### config.mk
export PLATFORM = sky130hd
export DESIGN_NAME = irq_prio_ctrl
export DESIGN_NICKNAME = d
export VERILOG_FILES = /design/src/rtl/irqc_pkg.sv /design/src/rtl/irqc_pin_sampler.sv /design/src/rtl/irqc_flags.sv /design/src/rtl/irqc_pick.sv /design/src/rtl/irqc_svc_stack.sv /design/src/rtl/irq_prio_ctrl.sv
export SDC_FILE = /design/constraint.sdc
export NUM_CORES = 1
export LEC_CHECK = 0
export ABC_AREA = 1
export BUFFER_PORTS_ARGS = -buffer_cell sky130_fd_sc_hd__buf_2
export CAP_MARGIN = 20
export CORE_UTILIZATION = 61
export CTS_CLUSTER_SIZE = 25
export DETAILED_ROUTE_END_ITERATION = 12
export PLACE_DENSITY = 0.86
export SYNTH_ARGS = -nofsm -noshare
export SYNTH_HDL_FRONTEND = slang
export SYNTH_SLANG_ARGS = --single-unit
### constraint.sdc
create_clock -name clk -period 17.35 [get_ports clk]
set_clock_uncertainty 0.2 [all_clocks]
set_input_delay 2.6025 -clock clk [delete_from_list [all_inputs] [get_ports clk]]
set_output_delay 2.6025 -clock clk [all_outputs]
set_load 0.1 [all_outputs]
### src/rtl/irqc_pkg.sv
`timescale 1ns/1ps
package irqc_pkg;
  localparam int LVL_W   = 2;
  localparam int NUM_LVL = 1 << LVL_W;
  typedef logic [LVL_W-1:0] lvl_t;
endpackage

### src/rtl/irqc_pin_sampler.sv
`timescale 1ns/1ps
// Samples each active-low pin on every clock and keeps the previous sample,
// so a falling edge is a high sample followed by a low one.
module irqc_pin_sampler #(
  parameter int N_PIN = 2
) (
  input  logic             clk,
  input  logic             rst,
  input  logic [N_PIN-1:0] pin_n,
  output logic [N_PIN-1:0] fall,
  output logic [N_PIN-1:0] low
);
  logic [N_PIN-1:0] smp_q;
  logic [N_PIN-1:0] prv_q;

  for (genvar g = 0; g < N_PIN; g++) begin : g_pin
    always_ff @(posedge clk) begin
      if (rst) begin
        smp_q[g] <= 1'b1;
        prv_q[g] <= 1'b1;
      end else begin
        smp_q[g] <= pin_n[g];
        prv_q[g] <= smp_q[g];
      end
    end
    assign fall[g] = prv_q[g] & ~smp_q[g];
    assign low[g]  = ~smp_q[g];
  end
endmodule

### src/rtl/irqc_flags.sv
`timescale 1ns/1ps
// Pending flags per source and the snapshot used at the instruction boundary.
module irqc_flags #(
  parameter int N_EXT = 2,
  parameter int N_INT = 6,
  localparam int N_SRC = N_EXT + N_INT
) (
  input  logic             clk,
  input  logic             rst,
  input  logic [N_EXT-1:0] ext_fall,
  input  logic [N_EXT-1:0] ext_low,
  input  logic [N_EXT-1:0] ext_edge,
  input  logic [N_INT-1:0] int_set,
  input  logic [N_SRC-1:0] clr_vec,
  input  logic             snap_en,
  output logic [N_SRC-1:0] pend,
  output logic [N_SRC-1:0] snap
);
  for (genvar g = 0; g < N_SRC; g++) begin : g_flag
    if (g < N_EXT) begin : g_ext
      always_ff @(posedge clk) begin
        if (rst)
          pend[g] <= 1'b0;
        else if (ext_edge[g])
          pend[g] <= (pend[g] & ~clr_vec[g]) | ext_fall[g];
        else
          pend[g] <= ext_low[g];
      end
    end else begin : g_int
      always_ff @(posedge clk) begin
        if (rst)
          pend[g] <= 1'b0;
        else
          pend[g] <= (pend[g] & ~clr_vec[g]) | int_set[g-N_EXT];
      end
    end
  end

  // Captured at the close of every strobed cycle: for a multi-cycle
  // instruction the last capture before the final cycle is the
  // next-to-last cycle, for a one-cycle instruction it is the previous
  // instruction's final cycle.
  always_ff @(posedge clk) begin
    if (rst)
      snap <= '0;
    else if (snap_en)
      snap <= pend & ~clr_vec;
  end
endmodule

### src/rtl/irqc_pick.sv
`timescale 1ns/1ps
// Highest level wins; equal levels resolved toward the lowest index.
module irqc_pick
  import irqc_pkg::*;
#(
  parameter int N_SRC = 8,
  localparam int ID_W = (N_SRC > 1) ? $clog2(N_SRC) : 1
) (
  input  logic [N_SRC-1:0]       cand,
  input  logic [LVL_W*N_SRC-1:0] prio,
  output logic                   found,
  output logic [ID_W-1:0]        id,
  output lvl_t                   lvl
);
  always_comb begin
    found = 1'b0;
    id    = '0;
    lvl   = '0;
    for (int i = N_SRC - 1; i >= 0; i--) begin
      if (cand[i] && (!found || prio[LVL_W*i +: LVL_W] >= lvl)) begin
        found = 1'b1;
        id    = ID_W'(i);
        lvl   = prio[LVL_W*i +: LVL_W];
      end
    end
  end
endmodule

### src/rtl/irqc_svc_stack.sv
`timescale 1ns/1ps
// Stack of levels currently in service.
module irqc_svc_stack
  import irqc_pkg::*;
#(
  parameter int DEPTH = NUM_LVL,
  localparam int CNT_W = $clog2(DEPTH + 1),
  localparam int PTR_W = (DEPTH > 1) ? $clog2(DEPTH) : 1
) (
  input  logic clk,
  input  logic rst,
  input  logic push,
  input  lvl_t push_lvl,
  input  logic pop,
  output logic active,
  output lvl_t top_lvl
);
  lvl_t             stk [DEPTH];
  logic [CNT_W-1:0] depth;
  logic [CNT_W-1:0] depth_m1;
  logic             do_pop;
  logic             full;

  assign depth_m1 = depth - CNT_W'(1);
  assign do_pop   = pop && (depth != '0);
  assign full     = (depth == CNT_W'(DEPTH));
  assign active   = (depth != '0);
  assign top_lvl  = active ? stk[depth_m1[PTR_W-1:0]] : '0;

  always_ff @(posedge clk) begin
    if (rst) begin
      depth <= '0;
    end else if (do_pop && push) begin
      stk[depth_m1[PTR_W-1:0]] <= push_lvl;
    end else if (do_pop) begin
      depth <= depth_m1;
    end else if (push && !full) begin
      stk[depth[PTR_W-1:0]] <= push_lvl;
      depth <= depth + CNT_W'(1);
    end
  end
endmodule

### src/rtl/irq_prio_ctrl.sv
`timescale 1ns/1ps
module irq_prio_ctrl
  import irqc_pkg::*;
#(
  parameter int N_EXT = 2,
  parameter int N_INT = 6,
  localparam int N_SRC = N_EXT + N_INT,
  localparam int ID_W  = (N_SRC > 1) ? $clog2(N_SRC) : 1
) (
  input  logic                   clk,
  input  logic                   rst,
  input  logic [N_EXT-1:0]       ext_pin_n,
  input  logic [N_EXT-1:0]       ext_edge,
  input  logic [N_INT-1:0]       int_req,
  input  logic [N_SRC-1:0]       src_en,
  input  logic                   glob_en,
  input  logic [LVL_W*N_SRC-1:0] src_prio,
  input  logic                   cyc_penult,
  input  logic                   cyc_last,
  input  logic                   irq_ack,
  input  logic                   irq_reti,
  output logic                   irq_valid,
  output logic [ID_W-1:0]        irq_id,
  output lvl_t                   irq_level
);
  logic [N_EXT-1:0] ext_fall;
  logic [N_EXT-1:0] ext_low;
  logic [N_SRC-1:0] pend;
  logic [N_SRC-1:0] snap;
  logic [N_SRC-1:0] clr_vec;
  logic [N_SRC-1:0] above;
  logic [N_SRC-1:0] cand;
  logic             take;
  logic             pick_found;
  logic [ID_W-1:0]  pick_id;
  lvl_t             pick_lvl;
  logic             svc_active;
  lvl_t             svc_top;

  assign take = irq_valid && irq_ack;

  always_comb begin
    clr_vec = '0;
    if (take)
      clr_vec[irq_id] = 1'b1;
  end

  irqc_pin_sampler #(.N_PIN(N_EXT)) u_pins (
    .clk   (clk),
    .rst   (rst),
    .pin_n (ext_pin_n),
    .fall  (ext_fall),
    .low   (ext_low)
  );

  irqc_flags #(.N_EXT(N_EXT), .N_INT(N_INT)) u_flags (
    .clk      (clk),
    .rst      (rst),
    .ext_fall (ext_fall),
    .ext_low  (ext_low),
    .ext_edge (ext_edge),
    .int_set  (int_req),
    .clr_vec  (clr_vec),
    .snap_en  (cyc_penult | cyc_last),
    .pend     (pend),
    .snap     (snap)
  );

  irqc_svc_stack #(.DEPTH(NUM_LVL)) u_stack (
    .clk      (clk),
    .rst      (rst),
    .push     (take),
    .push_lvl (irq_level),
    .pop      (irq_reti),
    .active   (svc_active),
    .top_lvl  (svc_top)
  );

  for (genvar g = 0; g < N_SRC; g++) begin : g_above
    assign above[g] = !svc_active || (src_prio[LVL_W*g +: LVL_W] > svc_top);
  end

  assign cand = snap & pend & src_en & {N_SRC{glob_en}} & above;

  irqc_pick #(.N_SRC(N_SRC)) u_pick (
    .cand  (cand),
    .prio  (src_prio),
    .found (pick_found),
    .id    (pick_id),
    .lvl   (pick_lvl)
  );

  always_ff @(posedge clk) begin
    if (rst) begin
      irq_valid <= 1'b0;
      irq_id    <= '0;
      irq_level <= '0;
    end else if (take) begin
      irq_valid <= 1'b0;
    end else if (!irq_valid && cyc_last && pick_found) begin
      irq_valid <= 1'b1;
      irq_id    <= pick_id;
      irq_level <= pick_lvl;
    end
  end
endmodule

==> flow_metrics.tcl <==
set metrics [dict create \
    grt_max_degree 20 \
    worst_path_most_repeated_cell "nand2_1" \
    end_kind "flip-flop" \
    cp.required_ns 17.38 \
    dp_cells 471 \
    pwr-share-clk_pct 24.5 \
    switchingPower_w 0.0000943 \
    swShare_pct 38.2 \
    syn_to_final_growth_pct 13.7 \
    max_freq_mhz 97.6 \
    start_util_pct 64.7 \
    power_w 0.000247 \
    grt_pass1_vias 2205 \
    worst-path-max-fanout 7 \
    vias 2562 \
    outcome "complete, no violations" \
    fill_cells 329 \
    drt-total-wl_mm 5.77 \
    hold_path_class "reg -> reg" \
    drv_cap 0 \
    grt-ovfl-total 0 \
    slew_headroom_pct 67.8 \
    track_usage_pct 27.4 \
    drc 0 \
    routed_via_density 5.35 \
    final_nets 494 \
    synth.area.top_cells "dfxtp_1 22%, ha_1 12%, nand2_1 11%, edfxtp_1 9.2%, inv_1 8.9%" \
    final-setup-viol-count 0 \
    cts_root_buf "clkbuf_8" \
    slew_viol_final 0 \
    async_flop_share_pct 0 \
    cts.path.max_buffers 2 \
    p_leak_nw 1.55 \
    p_comb_share_pct 36.5 \
    peakVddDrop_mv 0.0823 \
    p_int_w 0.000153 \
    grt_pass1_wl_mm 9.29 \
    io_buffers 46 \
    syn_nets 447 \
    rows 23 \
    post_cts_resized 0 \
    reg2regPathDepth 72 \
    arrival_ns 10.28 \
    synth_top_cell_by_area "dfxtp_1" \
    dieArea_um2 4570 \
    antenna_found_initial 0 \
    core_um2 4060 \
    multi_input_area_um2 1530 \
    synth_edf_count 8 \
    post_drt_wl_per_cell_um 12.1 \
    fin_cells 479 \
    antenna_left 0 \
    clock-sinks 37 \
    yosysSeqAreaShare_pct 31.3 \
    netlist_instances 381 \
    dr.pass1.iters 7 \
    crit_type "in -> reg" \
    htree_levels 2 \
    die_x_um 67.6 \
    post_cts.repair.setup_buffers 0 \
    hold_depth 1 \
    cp-start-kind "input port" \
    synth.distinct_cells 34 \
    synth-seq-cells 37 \
    path_clk_slew_ns 0.08 \
    finalHoldViolCount 0 \
    clock_latency_ns 0.30 \
    worst_slew_pin_slew_ns 0.486 \
    final_util_pct 73.6 \
    slowest_delay_ns 0.31 \
    cts_tree "built" \
    yosysWarnings 0 \
    register_area_um2 821 \
    synth_ff_type "dfxtp_1" \
    die_h_um 67.6 \
    boundaryPins 47 \
    min_period_ns 10.25 \
    cts_hold_buf 0 \
    pwr_density_cell_nw_per_um2 82.8 \
    critPathSlowestCell "ha_1" \
    avgSynthCellArea_um2 6.89 \
    cts_made_buffers 5 \
    timing.final.crit_share_pct 59.1 \
    p_seq_share_pct 39.1 \
    n_antenna_cell 0 \
    synth_area_um2 2630 \
    layout-drive-gt1-share_pct 19.8 \
    place_congestion 0.873 \
    rsz0062_at_grt "no" \
    finalSetupTns_ns 0 \
    synth_top_area_share_pct 22.1 \
    drtIter0Drc 165 \
    dp_hpwl_mm 4.60 \
]
==> sequential cells by signal, indices dropped and copies added, names as in the netlist <==
name,count
irq_id,3
irq_level,2
irq_valid,1
u_flags.pend,8
u_flags.snap,8
u_pins.prv_q,2
u_pins.smp_q,2
u_stack.depth,3
u_stack.stk,8
==> through the flow <==
step                setup WS, ns  instance area (um2)  hold WS [ns]
floorplan                   7.74                 2630         0.203
global route                6.26                 2990         0.239
CTS                         7.08                 2990         0.231
finish                      7.10                 2990         0.230
global placement            7.08                 2900         0.211
detailed placement          6.82                 2900         0.212
==> logic make-up after synthesis <==
| kind of cell | share of synthesized area (%) |
|---|---|
| flops | 31.3 |
| fa+ha+maj | 11.9 |
| xor+xnor | 0.667 |
| buf+inv | 10.4 |
| compound gates | 15.1 |
| simple gates | 30.6 |
==> cell usage in the layout, fill, tap and decap left out, types with 5 or more instances in the layout <==
cell type / n
a21oi_1: 29
a31oi_1: 5
and2_1: 5
buf_2: 46
clkbuf_8: 5
dfxtp_1: 29
edfxtp_1: 8
ha_1: 25
inv_1: 62
inv_2: 5
nand2_1: 80
nand2_2: 8
nand3_1: 26
nand4_1: 9
nor2_1: 22
o21ai_0: 31
or2_2: 6
==> final cells by class <==
type,instances,area share [%]
repair buffers,46,7.71
well taps,50,2.10
clock inverters,3,0.712
inverters,67,8.42
clock buffers,5,2.31
flip-flops and latches,37,27.5
multi-input cells,271,51.3
==> synth_stat cells (2+ instances only) <==
cell	n
a21oi_1	29
a21oi_2	2
a31oi_1	5
and2_1	5
buf_1	2
clkbuf_1	4
dfxtp_1	29
edfxtp_1	8
ha_1	25
inv_1	62
inv_2	5
nand2_1	80
nand2_2	8
nand3_1	26
nand3_2	3
nand4_1	9
nor2_1	22
nor2_2	3
nor3_1	2
o21ai_0	31
o32ai_1	2
or2_2	6
xor2_1	2
==> critical path: cells and delay by family <==
family          cells  cell delay, ns
buf+inv            12            0.74
simple gates       39            3.72
fa+ha+maj           8            2.16
compound gates      8            1.09
==> power groups by stage <==
stage / Sequential [W] / Clock [W] / Combinational, W
4_1_cts: 0.0000964 / 0.0000616 / 0.0000899
3_3_place_gp: 0.0000983 / 0 / 0.0000868
6_report: 0.0000966 / 0.0000604 / 0.0000901
5_1_grt: 0.0000972 / 0.0000656 / 0.000103
3_5_place_dp: 0.0000984 / 0 / 0.0000895
2_1_floorplan: 0.000101 / 0 / 0.0000641
==> path summary, 6_finish.rpt <==
kind	start	end	slack [ns]
min	u_pins.smp_q[0]$_SDFF_PP1_	u_pins.prv_q[0]$_SDFF_PP1_	0.23
max	src_prio[15]	irq_id[2]$_SDFFE_PP0P_	7.10
min reg2reg	u_pins.smp_q[0]$_SDFF_PP1_	u_pins.prv_q[0]$_SDFF_PP1_	0.23
max reg2reg	u_stack.depth[0]$_SDFFE_PP0P_	irq_id[2]$_SDFFE_PP0P_	7.75
==> per-layer routing <==
metal	part of all wire [%]	up-vias	GRT usage, %
met5	0	-	0
met4	1.7	0	10.4
met3	6.1	12	4.73
met2	45	93	45.2
met1	47	1113	35.4
li1	-	1344	-
(Power assumes the default switching activity.)
